### config.mk
export PLATFORM = sky130hd
export DESIGN_NAME = lcfg_regs
export DESIGN_NICKNAME = d
export VERILOG_FILES = /design/src/rtl/lcfg_pkg.sv /design/src/rtl/lcfg_rst_sync.sv /design/src/rtl/lcfg_decode.sv /design/src/rtl/lcfg_cfg_bank.sv /design/src/rtl/lcfg_alarm_reg.sv /design/src/rtl/lcfg_regs.sv
export SDC_FILE = /design/constraint.sdc
export NUM_CORES = 1
export LEC_CHECK = 0
export BUFFER_PORTS_ARGS = -buffer_cell sky130_fd_sc_hd__clkbuf_2
export CORE_MARGIN = 2
export CORE_UTILIZATION = 55
export CTS_CLUSTER_SIZE = 20
export DETAILED_ROUTE_END_ITERATION = 10
export PLACE_DENSITY = 0.95
export SLEW_MARGIN = 20
export SYNTH_ARGS = -nofsm -noshare
export SYNTH_HDL_FRONTEND = slang
export SYNTH_HIERARCHICAL = 1
export SYNTH_SLANG_ARGS = --single-unit
### constraint.sdc
create_clock -name clk -period 6.7 [get_ports clk]
set_input_delay 1.34 -clock clk [delete_from_list [all_inputs] [get_ports clk]]
set_output_delay 1.34 -clock clk [all_outputs]
set_load 0.02 [all_outputs]
### src/rtl/lcfg_pkg.sv
package lcfg_pkg;
  localparam int unsigned REG_DW = 8;
  localparam int unsigned REG_AW = 8;

  localparam logic [REG_AW-1:0] ADDR_PTR = 8'h10;
  localparam logic [REG_AW-1:0] ADDR_WIN = 8'h11;
  localparam logic [REG_AW-1:0] ADDR_ODIS = 8'h12;
  localparam logic [REG_AW-1:0] ADDR_ALM = 8'h13;

  localparam int unsigned CODE_W = 4;
  localparam logic [CODE_W-1:0] CODE_E1_120 = 4'b0000;
  localparam logic [CODE_W-1:0] CODE_E1_75 = 4'b1000;

  typedef struct packed {
    logic              rx_int_match;
    logic [CODE_W-1:0] line_code;
  } line_cfg_t;

  localparam int unsigned CFG_W = $bits(line_cfg_t);
endpackage

### src/rtl/lcfg_rst_sync.sv
module lcfg_rst_sync #(
  parameter int unsigned STAGES = 2
) (
  input  logic clk,
  input  logic arst_n,
  output logic srst_n
);
  logic [STAGES-1:0] sync_q;
  logic [STAGES-1:0] sync_d;

  always_comb begin
    sync_d = {sync_q[STAGES-2:0], 1'b1};
  end

  always_ff @(posedge clk or negedge arst_n) begin
    if (!arst_n) sync_q <= '0;
    else         sync_q <= sync_d;
  end

  assign srst_n = sync_q[STAGES-1];
endmodule

### src/rtl/lcfg_decode.sv
module lcfg_decode
  import lcfg_pkg::*;
#(
  parameter int unsigned NUM_CH = 8,
  localparam int unsigned PTR_W = (NUM_CH > 1) ? $clog2(NUM_CH) : 1
) (
  input  logic              clk,
  input  logic              rst_n,
  input  logic [REG_AW-1:0] addr,
  input  logic              wr_en,
  input  logic              rd_en,
  input  logic [PTR_W-1:0]  ptr_q,
  input  line_cfg_t         win_cfg,
  input  logic [NUM_CH-1:0] odis_q,
  input  logic [NUM_CH-1:0] alm_q,
  output logic              wr_ptr,
  output logic              wr_win,
  output logic              wr_odis,
  output logic              alm_rd_clr,
  output logic [REG_DW-1:0] rdata
);
  logic hit_ptr, hit_win, hit_odis, hit_alm, hit_any;

  always_comb begin
    hit_ptr  = (addr == ADDR_PTR);
    hit_win  = (addr == ADDR_WIN);
    hit_odis = (addr == ADDR_ODIS);
    hit_alm  = (addr == ADDR_ALM);
    hit_any  = hit_ptr | hit_win | hit_odis | hit_alm;
  end

  // Write strobes; the alarm register is read-only so it has none.
  always_comb begin
    wr_ptr     = wr_en & hit_ptr;
    wr_win     = wr_en & hit_win;
    wr_odis    = wr_en & hit_odis;
    alm_rd_clr = rd_en & hit_alm;
  end

  always_comb begin
    rdata = '0;
    unique case (1'b1)
      hit_ptr:  rdata = REG_DW'(ptr_q);
      hit_win:  rdata = REG_DW'(win_cfg);
      hit_odis: rdata = REG_DW'(odis_q);
      hit_alm:  rdata = REG_DW'(alm_q);
      default:  rdata = '0;
    endcase
  end


  unmapped_zero_chk: assert property (@(posedge clk) disable iff (!rst_n)
    !hit_any |-> (rdata == '0));


  ptr_upper_zero_chk: assert property (@(posedge clk) disable iff (!rst_n)
    hit_ptr |-> (rdata[REG_DW-1:PTR_W] == '0));


  win_upper_zero_chk: assert property (@(posedge clk) disable iff (!rst_n)
    hit_win |-> (rdata[REG_DW-1:CFG_W] == '0));
endmodule

### src/rtl/lcfg_cfg_bank.sv
module lcfg_cfg_bank
  import lcfg_pkg::*;
#(
  parameter int unsigned NUM_CH = 8,
  localparam int unsigned PTR_W = (NUM_CH > 1) ? $clog2(NUM_CH) : 1
) (
  input  logic                    clk,
  input  logic                    rst_n,
  input  logic                    wr_en,
  input  logic [PTR_W-1:0]        sel,
  input  line_cfg_t               wr_cfg,
  output line_cfg_t               sel_cfg,
  output logic [NUM_CH*CFG_W-1:0] cfg_flat,
  output logic [NUM_CH-1:0]       is_75
);
  line_cfg_t entry_q [NUM_CH];
  line_cfg_t entry_d [NUM_CH];

  for (genvar i = 0; i < NUM_CH; i++) begin : g_entry
    logic ld;

    always_comb begin
      ld         = wr_en && (sel == PTR_W'(i));
      entry_d[i] = ld ? wr_cfg : entry_q[i];
    end

    always_ff @(posedge clk or negedge rst_n) begin
      if (!rst_n) entry_q[i] <= '0;
      else        entry_q[i] <= entry_d[i];
    end

    assign cfg_flat[i*CFG_W +: CFG_W] = entry_q[i];
    assign is_75[i] = (entry_q[i].line_code == CODE_E1_75);


    other_entry_stable_chk: assert property (@(posedge clk) disable iff (!rst_n)
      !(wr_en && (sel == PTR_W'(i))) |=> $stable(entry_q[i]));
  end

  always_comb begin
    sel_cfg = '0;
    for (int k = 0; k < NUM_CH; k++) begin
      if (sel == PTR_W'(k)) sel_cfg = entry_q[k];
    end
  end
endmodule

### src/rtl/lcfg_alarm_reg.sv
module lcfg_alarm_reg #(
  parameter int unsigned NUM_CH = 8
) (
  input  logic              clk,
  input  logic              rst_n,
  input  logic [NUM_CH-1:0] det,
  input  logic              rd_clr,
  output logic [NUM_CH-1:0] status_q,
  output logic              irq
);
  logic [NUM_CH-1:0] status_d;

  always_comb begin
    status_d = (rd_clr ? '0 : status_q) | det;
  end

  always_ff @(posedge clk or negedge rst_n) begin
    if (!rst_n) status_q <= '0;
    else        status_q <= status_d;
  end

  assign irq = |status_q;

  for (genvar i = 0; i < NUM_CH; i++) begin : g_chk

    alarm_set_chk: assert property (@(posedge clk) disable iff (!rst_n)
      det[i] |=> status_q[i]);

    alarm_hold_chk: assert property (@(posedge clk) disable iff (!rst_n)
      (status_q[i] && !rd_clr) |=> status_q[i]);

    alarm_clear_chk: assert property (@(posedge clk) disable iff (!rst_n)
      (rd_clr && !det[i]) |=> !status_q[i]);
  end
endmodule

### src/rtl/lcfg_regs.sv
module lcfg_regs
  import lcfg_pkg::*;
#(
  parameter int unsigned NUM_CH = 8,
  localparam int unsigned PTR_W = (NUM_CH > 1) ? $clog2(NUM_CH) : 1
) (
  input  logic                    clk,
  input  logic                    rst_n,
  input  logic [REG_AW-1:0]       reg_addr,
  input  logic                    reg_wr_en,
  input  logic [REG_DW-1:0]       reg_wdata,
  input  logic                    reg_rd_en,
  output logic [REG_DW-1:0]       reg_rdata,
  input  logic [NUM_CH-1:0]       alarm_det,
  output logic [NUM_CH-1:0]       tx_drv_en,
  output logic [NUM_CH*CFG_W-1:0] chan_cfg,
  output logic [NUM_CH-1:0]       chan_is_75,
  output logic                    irq
);
  logic              srst_n;
  logic              wr_ptr, wr_win, wr_odis, alm_rd_clr;
  logic [PTR_W-1:0]  ptr_q, ptr_d;
  logic [NUM_CH-1:0] odis_q, odis_d;
  logic [NUM_CH-1:0] alm_q;
  line_cfg_t         win_cfg;
  line_cfg_t         wr_cfg;

  lcfg_rst_sync #(.STAGES(2)) u_rst_sync (
    .clk    (clk),
    .arst_n (rst_n),
    .srst_n (srst_n)
  );

  lcfg_decode #(.NUM_CH(NUM_CH)) u_decode (
    .clk        (clk),
    .rst_n      (srst_n),
    .addr       (reg_addr),
    .wr_en      (reg_wr_en),
    .rd_en      (reg_rd_en),
    .ptr_q      (ptr_q),
    .win_cfg    (win_cfg),
    .odis_q     (odis_q),
    .alm_q      (alm_q),
    .wr_ptr     (wr_ptr),
    .wr_win     (wr_win),
    .wr_odis    (wr_odis),
    .alm_rd_clr (alm_rd_clr),
    .rdata      (reg_rdata)
  );

  // Pointer and output-disable mask: next-state then register.
  always_comb begin
    ptr_d  = wr_ptr  ? reg_wdata[PTR_W-1:0]  : ptr_q;
    odis_d = wr_odis ? reg_wdata[NUM_CH-1:0] : odis_q;
    wr_cfg = reg_wdata[CFG_W-1:0];
  end

  always_ff @(posedge clk or negedge srst_n) begin
    if (!srst_n) begin
      ptr_q  <= '0;
      odis_q <= '0;
    end else begin
      ptr_q  <= ptr_d;
      odis_q <= odis_d;
    end
  end

  assign tx_drv_en = ~odis_q;

  lcfg_cfg_bank #(.NUM_CH(NUM_CH)) u_cfg_bank (
    .clk      (clk),
    .rst_n    (srst_n),
    .wr_en    (wr_win),
    .sel      (ptr_q),
    .wr_cfg   (wr_cfg),
    .sel_cfg  (win_cfg),
    .cfg_flat (chan_cfg),
    .is_75    (chan_is_75)
  );

  lcfg_alarm_reg #(.NUM_CH(NUM_CH)) u_alarm (
    .clk      (clk),
    .rst_n    (srst_n),
    .det      (alarm_det),
    .rd_clr   (alm_rd_clr),
    .status_q (alm_q),
    .irq      (irq)
  );


  odis_drive_chk: assert property (@(posedge clk) disable iff (!srst_n)
    (reg_wr_en && reg_addr == ADDR_ODIS) |=> (tx_drv_en == ~$past(reg_wdata[NUM_CH-1:0])));


  irq_rise_chk: assert property (@(posedge clk) disable iff (!srst_n)
    (|alarm_det) |=> irq);


  reset_state_chk: assert property (@(posedge clk)
    !srst_n |-> (!irq && tx_drv_en == '1 && chan_cfg == '0));
endmodule

Word level (Yosys, flattened, before mapping)
Index checks and enable logic that the tools add are counted.
- register bits after elaboration: 61
- bits in latches: 0
- RAM bits: 0
- memory bits (read-only): 0
- input port bits: 28
- logic and storage cells: 65
- memories kept: 0
- add/sub/neg operators: 0
- multipliers: 0
- div/mod/pow operators: 0
- order comparisons: 0
- eq/ne operators: 19
- shift-type cells: 0
- mux-type cells: 10
- bitwise gates (word level): 6
- reductions and logical operators: 10
- operators with widths (operator ; number):
    $mux W5 ; 8
    $eq A4 B4 Y1 const B ; 8
    $eq A8 B5 Y1 const B ; 4
    $pmux W8 S4 ; 1
    $eq A3 B3 Y1 const B ; 4
    $logic_and A1 B1 Y1 ; 8
    $mux W8 ; 1
    $not A8 Y8 ; 1
    $or A8 B8 Y8 ; 1
    $reduce_or A8 Y1 ; 1
    $eq A3 B2 Y1 const B ; 2
    $and A1 B1 Y1 ; 4
    $eq A3 B1 Y1 const B ; 1
    $logic_not A3 Y1 ; 1

Longest topological paths before layout
Gate-level depths: netlist of run 1.
- depth in word-level cells: 10
- depth in mapped cells: 7

Hierarchy
Netlist of run 1, hierarchy kept.
- modules (own cells, without submodules) (module ; times used ; cells each ; area an instance (sq um)):
    lcfg_cfg_bank ; 1 ; 117 ; 1978.1
    lcfg_regs ; 1 ; 31 ; 470.5
    lcfg_decode ; 1 ; 30 ; 285.3
    lcfg_alarm_reg ; 1 ; 20 ; 281.5
    lcfg_rst_sync ; 1 ; 3 ; 53.8

Worst setup path after synthesis of run 1
No wires, ideal clock.
- path kind: input to output
- start point: in reg_addr[7]
- end point: out reg_rdata[5]
- data arrival time: 2.171 ns
- data required time: 5.360 ns
- slack: 3.189 ns
- cell stages on the path: 3
- cell sequence: nor4_4 nand4b_1 nor2_1
- cells in the longest elaborated chain, start to end: 2
- elaborated cells between the ends (all ways): 5
- ends and longest elaborated chain (item ; RTL line ; RTL):
    start: declaration ; lcfg_regs.sv:9 ; input logic [REG_AW-1:0] reg_addr,
    $eq A8 B5 Y1, on equally long branches ; n/a ;
    $pmux W8 S4 * ; lcfg_decode.sv:42 ; unique case (1'b1)
    end: declaration ; lcfg_regs.sv:13 ; output logic [REG_DW-1:0] reg_rdata,
Mark *: on every way between the ends. The rest lies on a longest branch, timed or not.

==> metrics, run 1 <==
clock sinks=61; Startpoint Class=register; worst skew pair latency=about 350 ps; Vias/cell=5.88; Final Util=between 60 and 70%; Yosys cell types=29; worst hold slack=364 ps; fmax=around 230 MHz; Synth area leader=dfrtp_1; Max Root-Sink Buffers=2; setup tns final=0 ps; DRT antenna net count=0; Die Ht=78.7 µm; PortBufs=92; routed wl met3=417 µm; WL met1=3120 µm; ratio of cells with drive above 1 in the final layout=60.8%; Seq pwr share=between 40% and 50%; core area=5440 µm²; dpl hpwl=5180 µm; post-CTS setup buffers=0; total gr overflow=0; Setup-failing EPs final=0; nets=324; Worst Setup End Kind=output port; Syn Nets=about 230; Max Slew Vio Count=0; total CTS buffers=9; top sig layer=met4; most numerous cell in the Yosys netlist=dfrtp_1; CP Max Fanout=20; io pins=93; vias in the first global route=2,204; TritonCTS clock tree=done; Pwr per Cell Area=206 nW/µm²; Synth Cell Area=about 3000 µm²; Post-Route Skew=11.6 ps; Vias=between 2k and 2.5k; ranking of synthesized cells by area=dfrtp_1 (50%), mux2_2 (17%), mux4_1 (6.0%), mux2_4 (5.4%), mux4_2 (4.4%); Final Hold Fails=0; Yosys Warn Count=6; Crit path arrival time=~3000 ps; Slew headroom=between 30% and 40%; top cells by count, synth=dfrtp_1 (61), mux2_2 (47), mux2_4 (11); clock share of power=between 40% and 50%; Syn Inst Count=201; initial antenna violation count=0; Synth Flop Type=dfrtp_1; RSZ-0062 raised after global routing=no; GP Congestion=0.810; total track usage=between 20% and 30%; P_sw=0.000184 W; row count=27; Yosys reg bits=61; Clock Tree Root=clkbuf_8; routed length per instance=19.6 µm; Area Growth Syn to Fin=22.8%; Post-CTS Hold Fix Bufs=0; DR WL met2=3680 µm; syn avg cell area=15.3 µm²; Post-synth EDFFs=0; Filler Cell Count=between 300 and 400; period utilization=63.9%; Initial DRC Count=109; max-cap viol count=0; H-tree level count=3; largest net degree at the start of global routing=60; post-synthesis sequential area ratio=49.7%; first-pass GRT wire length=11,300 µm; VDD IR max=206 µV; Routed WL=7310 µm; Int Pwr=0.000591 W; Slew @ Worst Pin=995 ps; DRC viols=0; Sw Ratio=23.7%; Synth top area share=49.7%; WP data required=5360 ps; drt pass-1 iters=4; die area=6190 µm²; LEAKAGE=1.88 nW; initial core utilization=56.4%; n_diodes=0; Comb pwr share=7.4%; Die X=78.7 µm; critical path class=reg -> out; status=finished clean; Resize count post-CTS=0; ys async rst share=100%; Hold WC Path Type=reg -> reg; fin crit period=~4300 ps; Worst-path clk slew=70 ps
cell type report:
type	instances	area (µm²)	area share, %
inverters	10	37.5	0.996
multi-input cells	121	1440	38.3
flip-flops and latches	61	1530	40.5
well taps	72	90.1	2.39
clock inverters	4	47.5	1.26
clock buffers	12	155	4.12
repair buffers	93	468	12.4
critical path, cell delays in order, from the launching register on:
cell	delay, ps
dfrtp_1	890
mux4_1	670
mux2_4	280
mux4_2	430
nor2b_1	150
clkbuf_2	160
registers in the layout (all words and copies together) (netlist names):
signal and flops:
u_cfg_bank/cfg_flat 40, odis_q 8, u_alarm/status_q 8, ptr_q 3, u_rst_sync/sync_q 2
layout by cell type (no fill, tap or decap):
| cell type | count |
|---|---|
| and4bb_2 | 3 |
| mux2_2 | 47 |
| nor2b_1 | 4 |
| dfrtp_2 | 1 |
| bufinv_16 | 1 |
| conb_1 | 1 |
| mux2_4 | 11 |
| buf_4 | 1 |
| nand4_1 | 1 |
| nor4b_4 | 2 |
| nor4_4 | 1 |
| nor3_2 | 1 |
| a21o_1 | 7 |
| nand2_1 | 2 |
| clkinvlp_4 | 1 |
| nor4_2 | 1 |
| nand4b_1 | 4 |
| a22oi_1 | 2 |
| nor4_1 | 2 |
| nor4b_1 | 8 |
| clkbuf_2 | 92 |
| nor2_1 | 6 |
| mux2i_1 | 3 |
| inv_1 | 10 |
| nand3b_2 | 1 |
| mux4_2 | 6 |
| clkinv_2 | 2 |
| clkbuf_1 | 1 |
| mux4_1 | 7 |
| dfrtp_1 | 60 |
| clkbuf_8 | 11 |
| a21o_2 | 1 |
per-stage QoR:
stage / cell area, µm² / instances / power [W] / setup WS [ps]
global route: 3770 / 373 / 0.000799 / 2290
CTS: 3770 / 373 / 0.000780 / 2410
finish: 3770 / 373 / 0.000775 / 2420
floorplan: 3070 / 201 / 0.000424 / 3190
global placement: 3570 / 357 / 0.000445 / 2870
detailed placement: 3570 / 357 / 0.000448 / 2800
power by group through the flow:
stage	sequential, W	clock (W)	combinational (W)
after floorplan	0.000391	0	0.0000328
after global placement	0.000390	0	0.0000554
after detailed placement	0.000390	0	0.0000572
after CTS	0.000384	0.000339	0.0000575
after global routing	0.000384	0.000353	0.0000614
final	0.000384	0.000334	0.0000572
layer usage:
| metal | global-route usage, % | up-vias |
|---|---|---|
| met5 | 0 | - |
| met4 | 10.5 | 0 |
| met1 | 32.5 | 1141 |
| met3 | 6.14 | 10 |
| met2 | 39.5 | 86 |
| li1 | - | 956 |
final timing paths:
check,start,to,slack (ps),cells past startpoint
setup reg to reg,ptr_q[0]$_DFFE_PN0P_,u_cfg_bank/cfg_flat[19]$_DFFE_PN0P_,4850,2
setup / recovery,ptr_q[0]$_DFFE_PN0P_,reg_rdata[1],2420,5
hold / removal,u_rst_sync/sync_q[0]$_DFF_PN0_,u_rst_sync/sync_q[1]$_DFF_PN0_,360,0
max in group asynchronous,u_rst_sync/sync_q[1]$_DFF_PN0_,u_cfg_bank/cfg_flat[13]$_DFFE_PN0P_,5790,1
min in group asynchronous,u_rst_sync/sync_q[1]$_DFF_PN0_,u_cfg_bank/cfg_flat[31]$_DFFE_PN0P_,400,1
hold reg to reg,u_rst_sync/sync_q[0]$_DFF_PN0_,u_rst_sync/sync_q[1]$_DFF_PN0_,360,0
kinds of logic after synthesis:
logic type,synth area share (%)
other,0.122
multiplexers,34.0
buffers and inverters,3.42
AND/OR/NAND/NOR,10.2
flip-flops,49.7
AO/OA/AOI/OAI,2.49
Power figures use the tool's default switching activity.
==> inputs of run 2 (changes only) <==
Settings changed: CORE_UTILIZATION 55 to 46, PLACE_DENSITY 0.95 to 0.87.
Clock period 6.7 ns to 3.65 ns, I/O delays scaled along.
==> run 2 against run 1 <==
  * Sequential share of layout area is 0.51 points lower
  * Cell area is 1.4% higher
  * Non-clock buffer count is 1 higher
  * Worst hold slack worse by 200 ps
  * Final cell count is 1.6% higher
  * Clock skew is 2.7 ps lower
  * Highest routed layer unchanged
  * Clock power is 110% higher
  * First-iteration DRC count is 11% higher
==> metrics, run 2 (same netlist as run 1, synthesis figures left out) <==
Die Ht=85.7 µm; setup tns final=0 ps; largest net degree at the start of global routing=38; CP max stage cell=dfrtp_2; io pins=93; Post-CTS Hold Fix Bufs=0; first-pass GRT wire length=11,200 µm; Setup-failing EPs final=0; period utilization=92.1%; DRC viols=0; CP Max Fanout=20; drt pass-1 iters=4; Area Growth Syn to Fin=24.5%; VDD IR max=roughly 280 µV; post-CTS setup buffers=0; ratio of cells with drive above 1 in the final layout=61.3%; Pwr Total=0.00152 W; slowest stage delay, CP=650 ps; Post-Route Skew=8.93 ps; most frequent cells in the layout=clkbuf_2 (92), dfrtp_1 (59), mux2_2 (47); status=finished clean; Routed WL=approximately 7300 µm; die area=7340 µm²; Pwr per Cell Area=399 nW/µm²; Crit path arrival time=2630 ps; max reg flops=40; LEAKAGE=1.91 nW; CP cell instances=mux4_1, mux2_4, mux4_2, nor2b_1, clkbuf_2; initial core utilization=48.1%; commonest non-fill, non-tap cell in the layout=clkbuf_2; total gr overflow=0; Vias/cell=5.60; RSZ-0062 raised after global routing=no; H-tree level count=3; worst skew pair latency=340 ps; Max Root-Sink Buffers=2; Worst-path clk slew=70 ps; routed length per instance=roughly 19 µm; Worst Setup End Kind=output port; Startpoint Class=register; Slew @ Worst Pin=816 ps; Final Cell Area=~3800 µm²; clock sinks=61; Buf+Inv Stages, Crit Path=1; Vias=around 2.1k; critical path class=reg -> out; TritonCTS clock tree=done; total CTS buffers=9; fmax=297 MHz; dpl hpwl=between 5000 and 6000 µm; CP delay by family, top=multiplexers; Filler Cell Count=497; Hold WC Path Type=in -> async; Initial DRC Count=about 120; Area after DPL=3570 µm²; Final Hold Fails=0; vias in the first global route=around 2.1k; n_diodes=0; initial antenna violation count=0; Slew headroom=45.6%; GP Congestion=0.844; PortBufs=92; Clock Tree Root=clkbuf_8; max-cap viol count=0; total track usage=20.2%; WP data required=2920 ps; sequential cell area=1530 µm²; row count=29; nets=325; Die X=85.7 µm; footprint of the multi-input gates=1440 µm²; core area=6390 µm²; Max Slew Vio Count=0; DRT antenna net count=0; fin crit period=3360 ps
run 2: cell types whose count changed in the layout (fill, tap and decap cells not counted), sizes merged:
cell,before,now
clkinv,2,1
bufinv,1,2
clkbuf,104,105
clkinvlp,1,0
buf,1,2
run 2: layout make-up:
type                    count  area share, %
flip-flops and latches     61           40.0
multi-input cells         121           37.6
clock inverters             3           1.70
inverters                  10          0.983
repair buffers             94           12.4
well taps                  77           2.52
clock buffers              13           4.68
run 2: path summary, 6_finish.rpt:
| kind | startpoint | endpoint | slack [ps] | cells past startpoint |
|---|---|---|---|---|
| setup / recovery | ptr_q[0]$_DFFE_PN0P_ | reg_rdata[1] | 290 | 5 |
| hold / removal | rst_n | u_rst_sync/sync_q[1]$_DFF_PN0_ | 170 | 1 |
| setup reg to reg | ptr_q[2]$_DFFE_PN0P_ | u_cfg_bank/cfg_flat[31]$_DFFE_PN0P_ | 1890 | 2 |
| hold reg to reg | u_rst_sync/sync_q[0]$_DFF_PN0_ | u_rst_sync/sync_q[1]$_DFF_PN0_ | 350 | 0 |
| max in group asynchronous | u_rst_sync/sync_q[1]$_DFF_PN0_ | ptr_q[0]$_DFFE_PN0P_ | 2450 | 1 |
| min in group clk | u_rst_sync/sync_q[0]$_DFF_PN0_ | u_rst_sync/sync_q[1]$_DFF_PN0_ | 350 | 0 |
run 2: worst register-to-register path: stages, from the launching register on:
cell and delay (ps):
dfrtp_1 800, nand4b_1 450, mux2_2 390
run 2: power by group:
| group | internal [W] | total [W] | leakage [nW] | switching [W] |
|---|---|---|---|---|
| Clock | 0.000458 | 0.000717 | 0.126 | 0.000258 |
| Combinational | 0.0000487 | 0.0000968 | 0.979 | 0.0000481 |
| Sequential | 0.000686 | 0.000711 | 0.801 | 0.0000252 |
run 2: through the flow:
stage	setup slack, ps	std cells	util, %	hold slack [ps]
after floorplan	897	201	-	331
after global placement	444	363	56.0	337
after detailed placement	392	363	56.0	341
after CTS	17.9	379	59.8	152
after global routing	187	379	59.8	154
final	287	379	59.8	165
run 2: what timing repair did:
| action | 4_1_cts | 5_1_grt |
|---|---|---|
| setup endpoints to repair | 0 | 5 |
| endpoints found under the hold margin | 0 | 0 |
| resized for setup | 0 | 1 |
run 2: routing by layer:
layer | track usage, % | part of all wire (%)
met1 | 27.6 | 45
met2 | 31.4 | 48
met3 | 4.91 | 5.1
met4 | 8.23 | 1.6
met5 | 0 | 0
==> inputs of run 3 (changes only) <==
Settings changed: CORE_UTILIZATION 46 to 55, PLACE_DENSITY 0.87 to 0.95.
Clock period 3.65 ns to 4 ns, I/O delays scaled along.
==> run 3 against run 2 <==
  * Clock skew is 0.56 ps lower
  * Register-to-register slack improved by 260 ps
  * Final cell count down 1.6%
  * Global-route usage is 4.4 points higher
  * Clock power shrank 24%
  * First-iteration DRC count is 31% lower
  * Non-clock buffer count down 1
  * Critical path depth unchanged
  * Sequential power fell by 9.3%
  * Utilization rose by 9.4 points
  * Count of clock-buffer cells in the layout shrank 3
  * Total power is 16% lower
  * Critical path type unchanged
  * Largest power group is now registers
==> metrics, run 3 (same netlist as run 1, synthesis figures left out) <==
status=finished clean; CP cell instances=mux4_1, mux2_4, mux4_2, nor2b_1, clkbuf_2; nets=324; Crit path arrival time=2930 ps; VDD IR max=250 µV; DRT antenna net count=0; LEAKAGE=1.87 nW; Worst Setup End Kind=output port; CP endpoint=reg_rdata[2]; row count=27; Post-Route Skew=approximately 8.4 ps; Worst R2R Start=ptr_q[0]$_DFFE_PN0P_; drt pass-1 iters=5; Post-CTS Hold Fix Bufs=0; max-cap viol count=0; slowest stage delay, CP=~880 ps; Clock Tree Root=clkbuf_8; vias in the first global route=2,111; Hold WC Path Type=reg -> async; Max Slew Vio Count=0; dpl hpwl=5150 µm; total gr overflow=0; DR WL met2=3550 µm; critical path class=reg -> out; period utilization=between 90 and 100%; reg2reg end=u_cfg_bank/cfg_flat[18]$_DFFE_PN0P_; Final Util=between 60% and 70%; most frequent cells in the layout=clkbuf_2 (92), dfrtp_1 (60), mux2_2 (47); largest net degree at the start of global routing=48; Area Growth Syn to Fin=22.7%; Max Root-Sink Buffers=2; clock sinks=61; PortBufs=approximately 90; Resize count post-CTS=0; TritonCTS clock tree=done; H-tree level count=3; P_sw=0.000313 W; routed wl met3=467 µm; initial antenna violation count=0; commonest non-fill, non-tap cell in the layout=clkbuf_2; Die X=78.7 µm; Vias/cell=5.79; fin crit period=approximately 3700 ps; ratio of cells with drive above 1 in the final layout=61.1%; fmax=268 MHz; Seq pwr share=between 50% and 60%; Buf+Inv Stages, Crit Path=1; RSZ-0062 raised after global routing=no; CP max stage cell=dfrtp_1; Critical Path Stages=5; Die Ht=78.7 µm; max reg flops=40; GP Congestion=a little over 0.8; io pins=just over 90; Vias=2,160; Startpoint Class=register; Final Hold Fails=0; core area=roughly 5400 µm²; Setup-failing EPs final=0; DRC viols=0; setup tns final=0 ps; Worst-path clk slew=70 ps; Initial DRC Count=84; Sw Ratio=24.4%; top sig layer=met4; Filler Cell Count=386; Int Pwr=around 0.00097 W; CP Max Fanout=20; Setup crit start=ptr_q[0]$_DFFE_PN0P_; WL met1=3160 µm; r2r setup slk=~2200 ps; initial core utilization=a little under three fifths; first-pass GRT wire length=11,300 µm; post-CTS setup buffers=0; clock share of power=42.6%; routed length per instance=19.5 µm; CP delay by family, top=multiplexers; Worst Reg-to-Reg Cells=2; Comb pwr share=7.3%; total CTS buffers=9; Slew headroom=between 30% and 40%; WP data required=3200 ps; worst skew pair latency=350 ps; Pwr per Cell Area=around 340 nW/µm²; n_diodes=0; Slew @ Worst Pin=between 1000 and 1500 ps; die area=a little over 6000 µm²; total track usage=24.6%; Routed WL=between 7000 and 8000 µm
## run 3: changes by cell type in the layout (fill, tap and decap cells not counted), sizes merged
cell / before / now
clkinv: 1 / 2
clkinvlp: 0 / 3
buf: 2 / 1
bufinv: 2 / 1
clkbuf: 105 / 102
## run 3: power by group through the flow
stage | Combinational (W) | Clock [W] | Sequential [W]
floorplan | 0.0000549 | 0 | 0.000655
global placement | 0.0000907 | 0 | 0.000655
detailed placement | 0.0000940 | 0 | 0.000656
CTS | 0.0000942 | 0.000560 | 0.000644
global route | 0.000100 | 0.000586 | 0.000647
finish | 0.0000934 | 0.000547 | 0.000645
## run 3: worst min-delay path by stage
stage,startpoint,to
after floorplan,u_rst_sync/sync_q[0]$_DFF_PN0_,u_rst_sync/sync_q[1]$_DFF_PN0_
after global placement,u_rst_sync/sync_q[1]$_DFF_PN0_,u_cfg_bank/cfg_flat[31]$_DFFE_PN0P_
after detailed placement,u_rst_sync/sync_q[1]$_DFF_PN0_,u_cfg_bank/cfg_flat[31]$_DFFE_PN0P_
after CTS,u_rst_sync/sync_q[1]$_DFF_PN0_,u_cfg_bank/cfg_flat[31]$_DFFE_PN0P_
after global routing,u_rst_sync/sync_q[1]$_DFF_PN0_,u_cfg_bank/cfg_flat[36]$_DFFE_PN0P_
final,u_rst_sync/sync_q[1]$_DFF_PN0_,u_cfg_bank/cfg_flat[12]$_DFFE_PN0P_
## run 3: final cells by class
cell class	count	area (µm²)	area share [%]
Sequential cell	61	1530	40.6
Multi-Input combinational cell	121	1440	38.3
Timing Repair Buffer	93	468	12.4
Clock buffer	10	138	3.65
Tap cell	72	90.1	2.39
Clock inverter	6	62.6	1.66
Inverter	10	37.5	0.997
## run 3: per-layer routing
| metal | vias up | track usage, % |
|---|---|---|
| li1 | 956 | - |
| met1 | 1104 | 33.0 |
| met2 | 92 | 38.5 |
| met3 | 8 | 7.50 |
| met4 | 0 | 8.42 |
| met5 | - | 0 |
## run 3: worst reg2reg max path: cells and delay by family, from the launching register on
kind | cells | cell delay (ps)
DFF | 1 | 880
muxes | 1 | 410
and+or+nand+nor | 1 | 450
## run 3: metrics by stage
| stage | cell area, µm² | power, W | hold WS (ps) | instances | worst slack [ps] |
|---|---|---|---|---|---|
| floorplan | 3070 | 0.000710 | 331 | 201 | 1180 |
| global placement | 3570 | 0.000745 | 137 | 357 | 734 |
| detailed placement | 3570 | 0.000750 | 146 | 357 | 644 |
| CTS | 3770 | 0.00130 | 156 | 373 | 250 |
| global route | 3770 | 0.00133 | 173 | 373 | 167 |
| finish | 3770 | 0.00129 | 150 | 373 | 271 |
